File: src/rtl/sup_pkg.sv
package sup_pkg;

    // Watchdog fault behaviour, chosen at build time
    typedef enum logic {
        WD_SEPARATE = 1'b0,
        WD_PULSE    = 1'b1
    } wd_mode_e;

    // Asynchronous inputs carried together through the synchroniser
    typedef struct packed {
        logic vlow;
        logic mr_n;
        logic wdi;
        logic bkup;
    } sup_in_t;

    // Value the synchroniser holds during power-on reset
    localparam sup_in_t SYNC_IDLE = '{vlow: 1'b0, mr_n: 1'b1, wdi: 1'b0, bkup: 1'b0};

    // Individual reset causes
    typedef struct packed {
        logic supply;
        logic manual;
        logic wdog;
    } rst_cause_t;

    // Per-cycle watchdog events
    typedef struct packed {
        logic toggle;
        logic clear;
        logic expire;
    } wd_evt_t;

    // Counter width able to hold 0 .. n-1
    function automatic int cnt_bits(input int n);
        return (n < 2) ? 1 : $clog2(n);
    endfunction

endpackage

File: src/rtl/sup_sync.sv
module sup_sync #(
    parameter sup_pkg::sup_in_t IDLE = sup_pkg::SYNC_IDLE
) (
    input  logic             clk,
    input  logic             rst,
    input  sup_pkg::sup_in_t d,
    output sup_pkg::sup_in_t q
);
    sup_pkg::sup_in_t meta_q;
    sup_pkg::sup_in_t stab_q;

    always_ff @(posedge clk) begin
        if (rst) begin
            meta_q <= IDLE;
            stab_q <= IDLE;
        end else begin
            meta_q <= d;
            stab_q <= meta_q;
        end
    end

    assign q = stab_q;

endmodule

File: src/rtl/sup_mr_filt.sv
module sup_mr_filt #(
    parameter int FILT = 10
) (
    input  logic clk,
    input  logic rst,
    input  logic mr_n_s,
    output logic mr_act
);
    localparam int             CW   = sup_pkg::cnt_bits(FILT);
    localparam logic [CW-1:0]  LAST = CW'(FILT - 1);

    logic          level_n;
    logic [CW-1:0] run_cnt;

    // The filtered level follows the input only after FILT differing cycles in a row
    always_ff @(posedge clk) begin
        if (rst) begin
            level_n <= 1'b1;
            run_cnt <= '0;
        end else if (mr_n_s == level_n) begin
            run_cnt <= '0;
        end else if (run_cnt == LAST) begin
            level_n <= mr_n_s;
            run_cnt <= '0;
        end else begin
            run_cnt <= run_cnt + 1'b1;
        end
    end

    assign mr_act = ~level_n;

    p_filt_change_r3: assert property (@(posedge clk) disable iff (rst)
        !$stable(level_n) |-> ($past(run_cnt) == LAST) && ($past(mr_n_s) != $past(level_n)));

    p_run_bound_r3: assert property (@(posedge clk) disable iff (rst)
        run_cnt <= LAST);

endmodule

File: src/rtl/sup_wdog.sv
module sup_wdog #(
    parameter int                WD_TICKS = 1235,
    parameter sup_pkg::wd_mode_e MODE     = sup_pkg::WD_SEPARATE
) (
    input  logic clk,
    input  logic rst,
    input  logic tick,
    input  logic wdi_s,
    input  logic bkup_s,
    input  logic rst_act,
    output logic fault_rst,
    output logic wdf_n
);
    localparam int            CW   = sup_pkg::cnt_bits(WD_TICKS);
    localparam logic [CW-1:0] LAST = CW'(WD_TICKS - 1);

    logic            wdi_q;
    logic [CW-1:0]   cnt;
    sup_pkg::wd_evt_t ev;

    always_ff @(posedge clk) begin
        if (rst) wdi_q <= 1'b0;
        else     wdi_q <= wdi_s;
    end

    // An edge, backup mode or active reset clears; clearing outranks expiry
    always_comb begin
        ev.toggle = wdi_s ^ wdi_q;
        ev.clear  = ev.toggle | bkup_s | rst_act;
        ev.expire = tick & ~ev.clear & (cnt == LAST);
    end

    always_ff @(posedge clk) begin
        if (rst || ev.clear) begin
            cnt <= '0;
        end else if (tick) begin
            if (cnt == LAST) cnt <= '0;
            else             cnt <= cnt + 1'b1;
        end
    end

    p_cnt_bound_r7: assert property (@(posedge clk) disable iff (rst)
        cnt <= LAST);

    generate
        if (MODE == sup_pkg::WD_PULSE) begin : g_pulse
            assign fault_rst = ev.expire;
            assign wdf_n     = 1'b1;
        end else begin : g_sep
            logic flag_n;

            always_ff @(posedge clk) begin
                if (rst)             flag_n <= 1'b1;
                else if (ev.clear)   flag_n <= 1'b1;
                else if (ev.expire)  flag_n <= 1'b0;
            end

            assign fault_rst = 1'b0;
            assign wdf_n     = flag_n;

            p_flag_fall_r8: assert property (@(posedge clk) disable iff (rst)
                $fell(flag_n) |-> $past(tick) && ($past(wdi_s) == $past(wdi_q)) && !$past(rst_act));

            p_flag_hold_r8: assert property (@(posedge clk) disable iff (rst)
                (!flag_n && (wdi_s == wdi_q) && !rst_act && !bkup_s) |=> !flag_n);

            p_bkup_flag_r10: assert property (@(posedge clk) disable iff (rst)
                bkup_s |=> flag_n);
        end
    endgenerate

endmodule

File: src/rtl/sup_rst_timer.sv
module sup_rst_timer #(
    parameter int RST_TICKS = 215
) (
    input  logic                clk,
    input  logic                rst,
    input  logic                tick,
    input  sup_pkg::rst_cause_t cause,
    output logic                rst_act
);
    localparam int            CW   = sup_pkg::cnt_bits(RST_TICKS);
    localparam logic [CW-1:0] LAST = CW'(RST_TICKS - 1);

    logic          any_cause;
    logic [CW-1:0] cnt;

    assign any_cause = |cause;

    always_ff @(posedge clk) begin
        if (rst) begin
            rst_act <= 1'b1;
            cnt     <= '0;
        end else if (any_cause) begin
            rst_act <= 1'b1;
            cnt     <= '0;
        end else if (rst_act && tick) begin
            if (cnt == LAST) begin
                rst_act <= 1'b0;
                cnt     <= '0;
            end else begin
                cnt <= cnt + 1'b1;
            end
        end
    end

    p_cause_asserts_r2: assert property (@(posedge clk) disable iff (rst)
        any_cause |=> rst_act);

    p_release_on_tick_r4: assert property (@(posedge clk) disable iff (rst)
        $fell(rst_act) |-> $past(tick) && !$past(any_cause) && ($past(cnt) == LAST));

    p_idle_count_r4: assert property (@(posedge clk) disable iff (rst)
        !rst_act |-> (cnt == '0));

endmodule

File: src/rtl/sup_reset_wdog.sv
module sup_reset_wdog #(
    parameter int                RST_TICKS = 215,
    parameter int                WD_TICKS  = 1235,
    parameter int                MR_FILT   = 10,
    parameter sup_pkg::wd_mode_e WD_MODE   = sup_pkg::WD_SEPARATE
) (
    input  logic clk,
    input  logic rst,
    input  logic tick,
    input  logic vlow_i,
    input  logic mr_n_i,
    input  logic wdi_i,
    input  logic bkup_i,
    output logic rst_n_o,
    output logic rst_o,
    output logic wdf_n_o
);
    sup_pkg::sup_in_t   raw_in;
    sup_pkg::sup_in_t   syn_in;
    sup_pkg::rst_cause_t cause;
    logic               mr_act;
    logic               fault_rst;
    logic               rst_act;

    always_comb begin
        raw_in.vlow = vlow_i;
        raw_in.mr_n = mr_n_i;
        raw_in.wdi  = wdi_i;
        raw_in.bkup = bkup_i;
    end

    sup_sync #(.IDLE(sup_pkg::SYNC_IDLE)) u_sync (
        .clk (clk),
        .rst (rst),
        .d   (raw_in),
        .q   (syn_in)
    );

    sup_mr_filt #(.FILT(MR_FILT)) u_mr (
        .clk    (clk),
        .rst    (rst),
        .mr_n_s (syn_in.mr_n),
        .mr_act (mr_act)
    );

    sup_wdog #(.WD_TICKS(WD_TICKS), .MODE(WD_MODE)) u_wd (
        .clk       (clk),
        .rst       (rst),
        .tick      (tick),
        .wdi_s     (syn_in.wdi),
        .bkup_s    (syn_in.bkup),
        .rst_act   (rst_act),
        .fault_rst (fault_rst),
        .wdf_n     (wdf_n_o)
    );

    always_comb begin
        cause.supply = syn_in.vlow;
        cause.manual = mr_act;
        cause.wdog   = fault_rst;
    end

    sup_rst_timer #(.RST_TICKS(RST_TICKS)) u_rt (
        .clk     (clk),
        .rst     (rst),
        .tick    (tick),
        .cause   (cause),
        .rst_act (rst_act)
    );

    assign rst_n_o = ~rst_act;
    assign rst_o   = rst_act;

    p_manual_reset_r3: assert property (@(posedge clk) disable iff (rst)
        mr_act |=> !rst_n_o);

endmodule

File: config.mk
export PLATFORM = sky130hd
export DESIGN_NAME = sup_reset_wdog
export DESIGN_NICKNAME = d
export VERILOG_FILES = /design/src/rtl/sup_pkg.sv /design/src/rtl/sup_sync.sv /design/src/rtl/sup_mr_filt.sv /design/src/rtl/sup_wdog.sv /design/src/rtl/sup_rst_timer.sv /design/src/rtl/sup_reset_wdog.sv
export SDC_FILE = /design/constraint.sdc
export NUM_CORES = 1
export LEC_CHECK = 0
export ABC_AREA = 1
export CORE_MARGIN = 2
export CORE_UTILIZATION = 55
export DETAILED_ROUTE_END_ITERATION = 10
export GPL_TIMING_DRIVEN = 1
export PLACE_DENSITY_LB_ADDON = 0.1
export SLEW_MARGIN = 20
export SYNTH_ARGS = -nofsm -noshare
export SYNTH_HDL_FRONTEND = slang
export SYNTH_SLANG_ARGS = --single-unit
File: constraint.sdc
create_clock -name clk -period 1.9 [get_ports clk]
set_input_delay 0.19 -clock clk [delete_from_list [all_inputs] [get_ports clk]]
set_output_delay 0.19 -clock clk [all_outputs]
set_load 0.02 [all_outputs]
==> results.json, run 1 <==
{
  "outcome": "complete, no violations",
  "maxSlewHeadroom_pct": 81.1,
  "crit_arrival_ns": 1.49,
  "clkLatencyLatePin_ns": 0.34,
  "fin_nets": 262,
  "ir_drop_mv": 0.518,
  "p_total_uw": 1320,
  "clkSlewWorstSetupHoldPaths_ns": 0.10,
  "cts_max_level": 2,
  "grt_use_total_pct": 19.4,
  "dp_hpwl_mm": 2.11,
  "synthesis.area_sq_mm": 0.00166,
  "ios": 10,
  "syn_nets": 246,
  "cts_hold_buf": 0,
  "min-delay-start": "vlow_i",
  "cp_slowest_cell": "clkdlybuf4s50_1",
  "dieWidth_um": 59.0,
  "syn_inst": 233,
  "grt_antenna_before_repair": 0,
  "route.detailed.drc": 0,
  "first_pass_iters": 4,
  "cp-end-kind": "output port",
  "clock-sinks": 35,
  "max_freq_mhz": 594,
  "crit_start": "u_rt.rst_act",
  "root_buffer": "clkbuf_4",
  "fin_crit_ns": 1.68,
  "r2r_setup_slack_ns": 0.48,
  "grt_pass1_vias": 1265,
  "fin_crit_sh_pct": 88.6,
  "slew_viol_final": 0,
  "overflow": 0,
  "ys_seq_elements": 35,
  "crit_buf_inv": 1,
  "hold_violations": 0,
  "coreArea_sq_mm": 0.00281,
  "worstPathCellList": "clkdlybuf4s50_1",
  "clock_path_buffers": 2,
  "num_rows": 19,
  "cts_tree": "yes",
  "cp.required_ns": 1.71,
  "routed_wl_mm": 2.84,
  "ant_nets": 0,
  "grt_max_degree": 12,
  "fin_setup_tns_ns": 0,
  "initial_core_util_pct": 59.3,
  "critPathKind": "reg2out",
  "holdCritPathClass": "in2reg",
  "r2r_start": "u_wd.cnt[0]",
  "via_per_inst": 4.81,
  "wl_per_cell_um": 10.2,
  "final_common_cell": "nand2_1",
  "post_cts_resize_count": 0,
  "cts_setup_buffers": 0,
  "setup_viol": 0,
  "cellPowerDensity_mw_per_mm2": 708,
  "antennaDiodeCount": 0,
  "critical-path-max-stage-delay_ns": 0.66,
  "drive_gt1_share_pct": 10.0,
  "final_cell_mix": "nand2_1 (51), nor2_1 (47), inv_1 (37)",
  "cap_violations": 0,
  "startpoint_type": "flip-flop",
  "power.leakage_uw": 0.000769,
  "vias": 1347,
  "gp_congestion": 0.862,
  "numPortBuffers": 9,
  "critPathMaxFanout": 5,
  "ff2ff_path_depth": 7,
  "ys_types": 23,
  "fin_util_pct": 66.5,
  "grt_pass1_wl_mm": 5.10,
  "cp-endpoint": "rst_o",
  "path_delay_family": "buffers and inverters",
  "dieArea_sq_mm": 0.00348,
  "rr_endpoint": "u_wd.cnt[10]",
  "first_iter_violations": 87,
  "rsz0062_at_grt": "false",
  "area_growth_pct": 12.3,
  "numCtsBuffers": 5,
  "skew_ns": 0.0112,
  "tightest_slew_ns": 0.283,
  "ys_seq_area_share_pct": 42.1,
  "die_h_um": 59.0,
  "ys_warn_count": 0,
  "syn_avg_cell_area_sq_um": 7.14,
  "cp.depth": 1
}
report_power, final:
| group | total (uW) | switching [uW] | internal [uW] |
|---|---|---|---|
| clock network | 510 | 241 | 270 |
| registers | 754 | 7.87 | 746 |
| logic | 57.0 | 30.5 | 26.6 |
synthesized netlist by cell type:
| master | number | area (sq um) |
|---|---|---|
| inv_2 | 1 | 3.75 |
| nand2_4 | 1 | 11.3 |
| nor2_4 | 3 | 33.8 |
| nand2_2 | 4 | 25.0 |
| nor3_1 | 1 | 5.00 |
| o21ai_2 | 1 | 8.76 |
| or2_2 | 3 | 18.8 |
| buf_6 | 1 | 11.3 |
| xnor2_1 | 4 | 35.0 |
| nor3_4 | 1 | 16.3 |
| nor2_2 | 2 | 12.5 |
| a21oi_1 | 3 | 15.0 |
| inv_1 | 37 | 139 |
| o21ai_0 | 3 | 15.0 |
| dfxtp_1 | 35 | 701 |
| xor2_1 | 4 | 35.0 |
| nor2_1 | 47 | 176 |
| clkbuf_1 | 1 | 3.75 |
| nand4_1 | 4 | 25.0 |
| nand2_1 | 51 | 191 |
| nand3_1 | 18 | 90.1 |
| o21bai_1 | 2 | 15.0 |
| ha_1 | 6 | 75.1 |
final cells by class:
class / instances / area [sq um]
Clock buffer: 5 / 37.5
Clock inverter: 2 / 37.5
Fill cell: 260 / 938
Inverter: 38 / 143
Multi-Input combinational cell: 158 / 805
Sequential cell: 35 / 701
Tap cell: 31 / 38.8
Timing Repair Buffer: 11 / 105
per-layer routing:
metal,track usage (%),vias to the layer above,share of wire [%]
met5,0,-,0
met4,6.17,0,0.60
met1,24.2,583,51
met2,30.3,25,44
li1,-,737,-
met3,8.52,2,4.3
per-stage QoR:
step	hold WS, ns	instances	setup slack [ns]	area [sq um]
CTS	0.349	280	0.196	1870
global placement	0.391	273	0.391	1790
floorplan	0.294	233	0.742	1660
global route	0.340	280	0.145	1870
finish	0.358	280	0.216	1870
detailed placement	0.398	273	0.338	1790
cells by family (layout without fill, tap and decap cells):
logic type | count (synthesis) | in the layout | share of synthesized area [%]
xor+xnor | 8 | 8 | 4.21
compound gates | 9 | 9 | 3.23
simple gates | 135 | 135 | 36.4
buf+inv | 40 | 56 | 9.48
fa+ha+maj | 6 | 6 | 4.51
flops | 35 | 35 | 42.1
worst min path at each step:
stage / depth (start not counted) / slack [ns] / endpoint
floorplan: 1 / 0.29 / u_sync.meta_q[2]
global placement: 2 / 0.39 / u_sync.q[3]
detailed placement: 2 / 0.40 / u_sync.q[3]
CTS: 3 / 0.35 / u_sync.meta_q[1]
global route: 3 / 0.34 / u_sync.meta_q[1]
finish: 3 / 0.36 / u_sync.meta_q[3]
state kept, by name (all words and copies together), names as in the netlist:
name           count
u_wd.cnt          11
u_rt.cnt           8
u_mr.run_cnt       4
u_sync.meta_q      4
u_sync.q           4
u_mr.level_n       1
u_rt.rst_act       1
u_wd.wdf_n         1
u_wd.wdi_q         1
Power figures use the tool's default switching activity.
==> run 2, diff against run 1 <==
Settings changed: SLEW_MARGIN 20 to not set.
==> results of run 2 <==
No change in the layout: final DEF, timing and power equal those of run 1.
==> run 3, diff against run 2 <==
Settings changed: CORE_ASPECT_RATIO set to 1.2, PLACE_DENSITY set to 0.73, PLACE_DENSITY_LB_ADDON 0.1 to not set.
==> results.json, run 3 (synthesis results as in run 1) <==
{
  "hold_violations": 0,
  "post_cts_resize_count": 0,
  "antennaDiodeCount": 0,
  "clkLatencyLatePin_ns": 0.34,
  "tightest_slew_ns": 0.292,
  "hold_ws_ns": 0.360,
  "max_freq_mhz": 602,
  "fin_setup_tns_ns": 0,
  "gp_congestion": 0.850,
  "startpoint_type": "flip-flop",
  "num_rows": 21,
  "skew_ns": 0.0155,
  "preCtsSetupSlack_ns": 0.371,
  "fin_nets": 262,
  "cp.required_ns": 1.71,
  "holdCritPathClass": "in2reg",
  "vias": 1346,
  "critical-path-max-stage-delay_ns": 0.66,
  "power.leakage_uw": 0.000760,
  "cp-end-kind": "output port",
  "largest_register_ff_count": 11,
  "routed_wl_mm": 2.87,
  "cts_setup_buffers": 0,
  "path_delay_family": "buffers and inverters",
  "cts_hold_buf": 0,
  "numCtsBuffers": 5,
  "die_h_um": 64.2,
  "cts_max_level": 2,
  "worstPathCellList": "clkdlybuf4s50_1",
  "route.detailed.drc": 0,
  "slew_viol_final": 0,
  "cts_tree": "yes",
  "drive_gt1_share_pct": 10.0,
  "via_per_inst": 4.74,
  "clkSlewWorstSetupHoldPaths_ns": 0.10,
  "grt_pass1_vias": 1244,
  "dieWidth_um": 54.2,
  "setup_viol": 0,
  "wl_per_cell_um": 10.1,
  "cap_violations": 0,
  "grt_max_degree": 12,
  "fin_crit_sh_pct": 87.4,
  "top_regs": "u_wd.cnt x11, u_rt.cnt x8",
  "root_buffer": "clkbuf_4",
  "setup_slack_ns": 0.239,
  "fin_crit_ns": 1.66,
  "cellPowerDensity_mw_per_mm2": 650,
  "ant_nets": 0,
  "grt_pass1_wl_mm": 5.05,
  "final_common_cell": "nand2_1",
  "rsz0062_at_grt": "false",
  "first_iter_violations": 27,
  "crit_buf_inv": 1,
  "first_pass_iters": 4,
  "ios": 10,
  "coreArea_sq_mm": 0.00284,
  "top_register": "u_wd.cnt",
  "dp_hpwl_mm": 2.20,
  "final_cell_mix": "nand2_1 (51), nor2_1 (47), inv_1 (37)",
  "area_growth_pct": 11.2,
  "ir_drop_mv": 0.633,
  "crit_arrival_ns": 1.47,
  "maxSlewHeadroom_pct": 80.5,
  "outcome": "complete, no violations",
  "dieArea_sq_mm": 0.00348,
  "cp_slowest_cell": "clkdlybuf4s50_1",
  "clock_path_buffers": 2,
  "grt_use_total_pct": 19.7,
  "clock-sinks": 35,
  "grt_antenna_before_repair": 0,
  "critPathMaxFanout": 5,
  "numPortBuffers": 9,
  "overflow": 0,
  "initial_core_util_pct": 58.6,
  "critPathKind": "reg2out"
}
[run 3: cell count changes in the layout (fill, tap and decap cells not counted)]
cell / previous run / this run
bufinv_16: 1 / 0
clkbuf_1: 0 / 1
clkinv_2: 0 / 1
[run 3: final cells by class]
| cell class | instances | area, sq um |
|---|---|---|
| multi-input cells | 158 | 805 |
| fillers | 260 | 988 |
| inverters | 38 | 143 |
| clock buffers | 6 | 41.3 |
| flip-flops and latches | 35 | 701 |
| clock inverters | 2 | 12.5 |
| repair buffers | 11 | 105 |
| well taps | 34 | 42.5 |
[run 3: layer usage]
| metal | GRT usage [%] | routed length, um |
|---|---|---|
| met3 | 7.01 | 114 |
| met2 | 29.1 | 1210 |
| met1 | 26.0 | 1490 |
| met5 | 0 | 0 |
| met4 | 7.50 | 55 |
[run 3: worst paths after layout]
path	startpoint	end	slack, ns	depth (start not counted)
worst max register to register	u_wd.cnt[0]	u_wd.cnt[10]	0.44	7
worst min-delay path	wdi_i	u_sync.meta_q[1]	0.36	3
worst min register to register	u_sync.meta_q[3]	u_sync.q[3]	0.41	2
worst max-delay path	u_rt.rst_act	rst_o	0.24	1
[run 3: metrics by stage]
step	power, uW	instance area (sq um)	utilization, %	cells
after global placement	827	1800	63.3	276
after global routing	1260	1850	65.2	284
after floorplan	806	1660	-	233
after detailed placement	829	1800	63.3	276
after CTS	1220	1850	65.2	284
final	1200	1850	65.2	284
[run 3: where the power goes]
group          internal [uW]  switching [uW]
combinational           26.7            30.4
clock                    143             249
sequential               746            7.92
total                    915             287
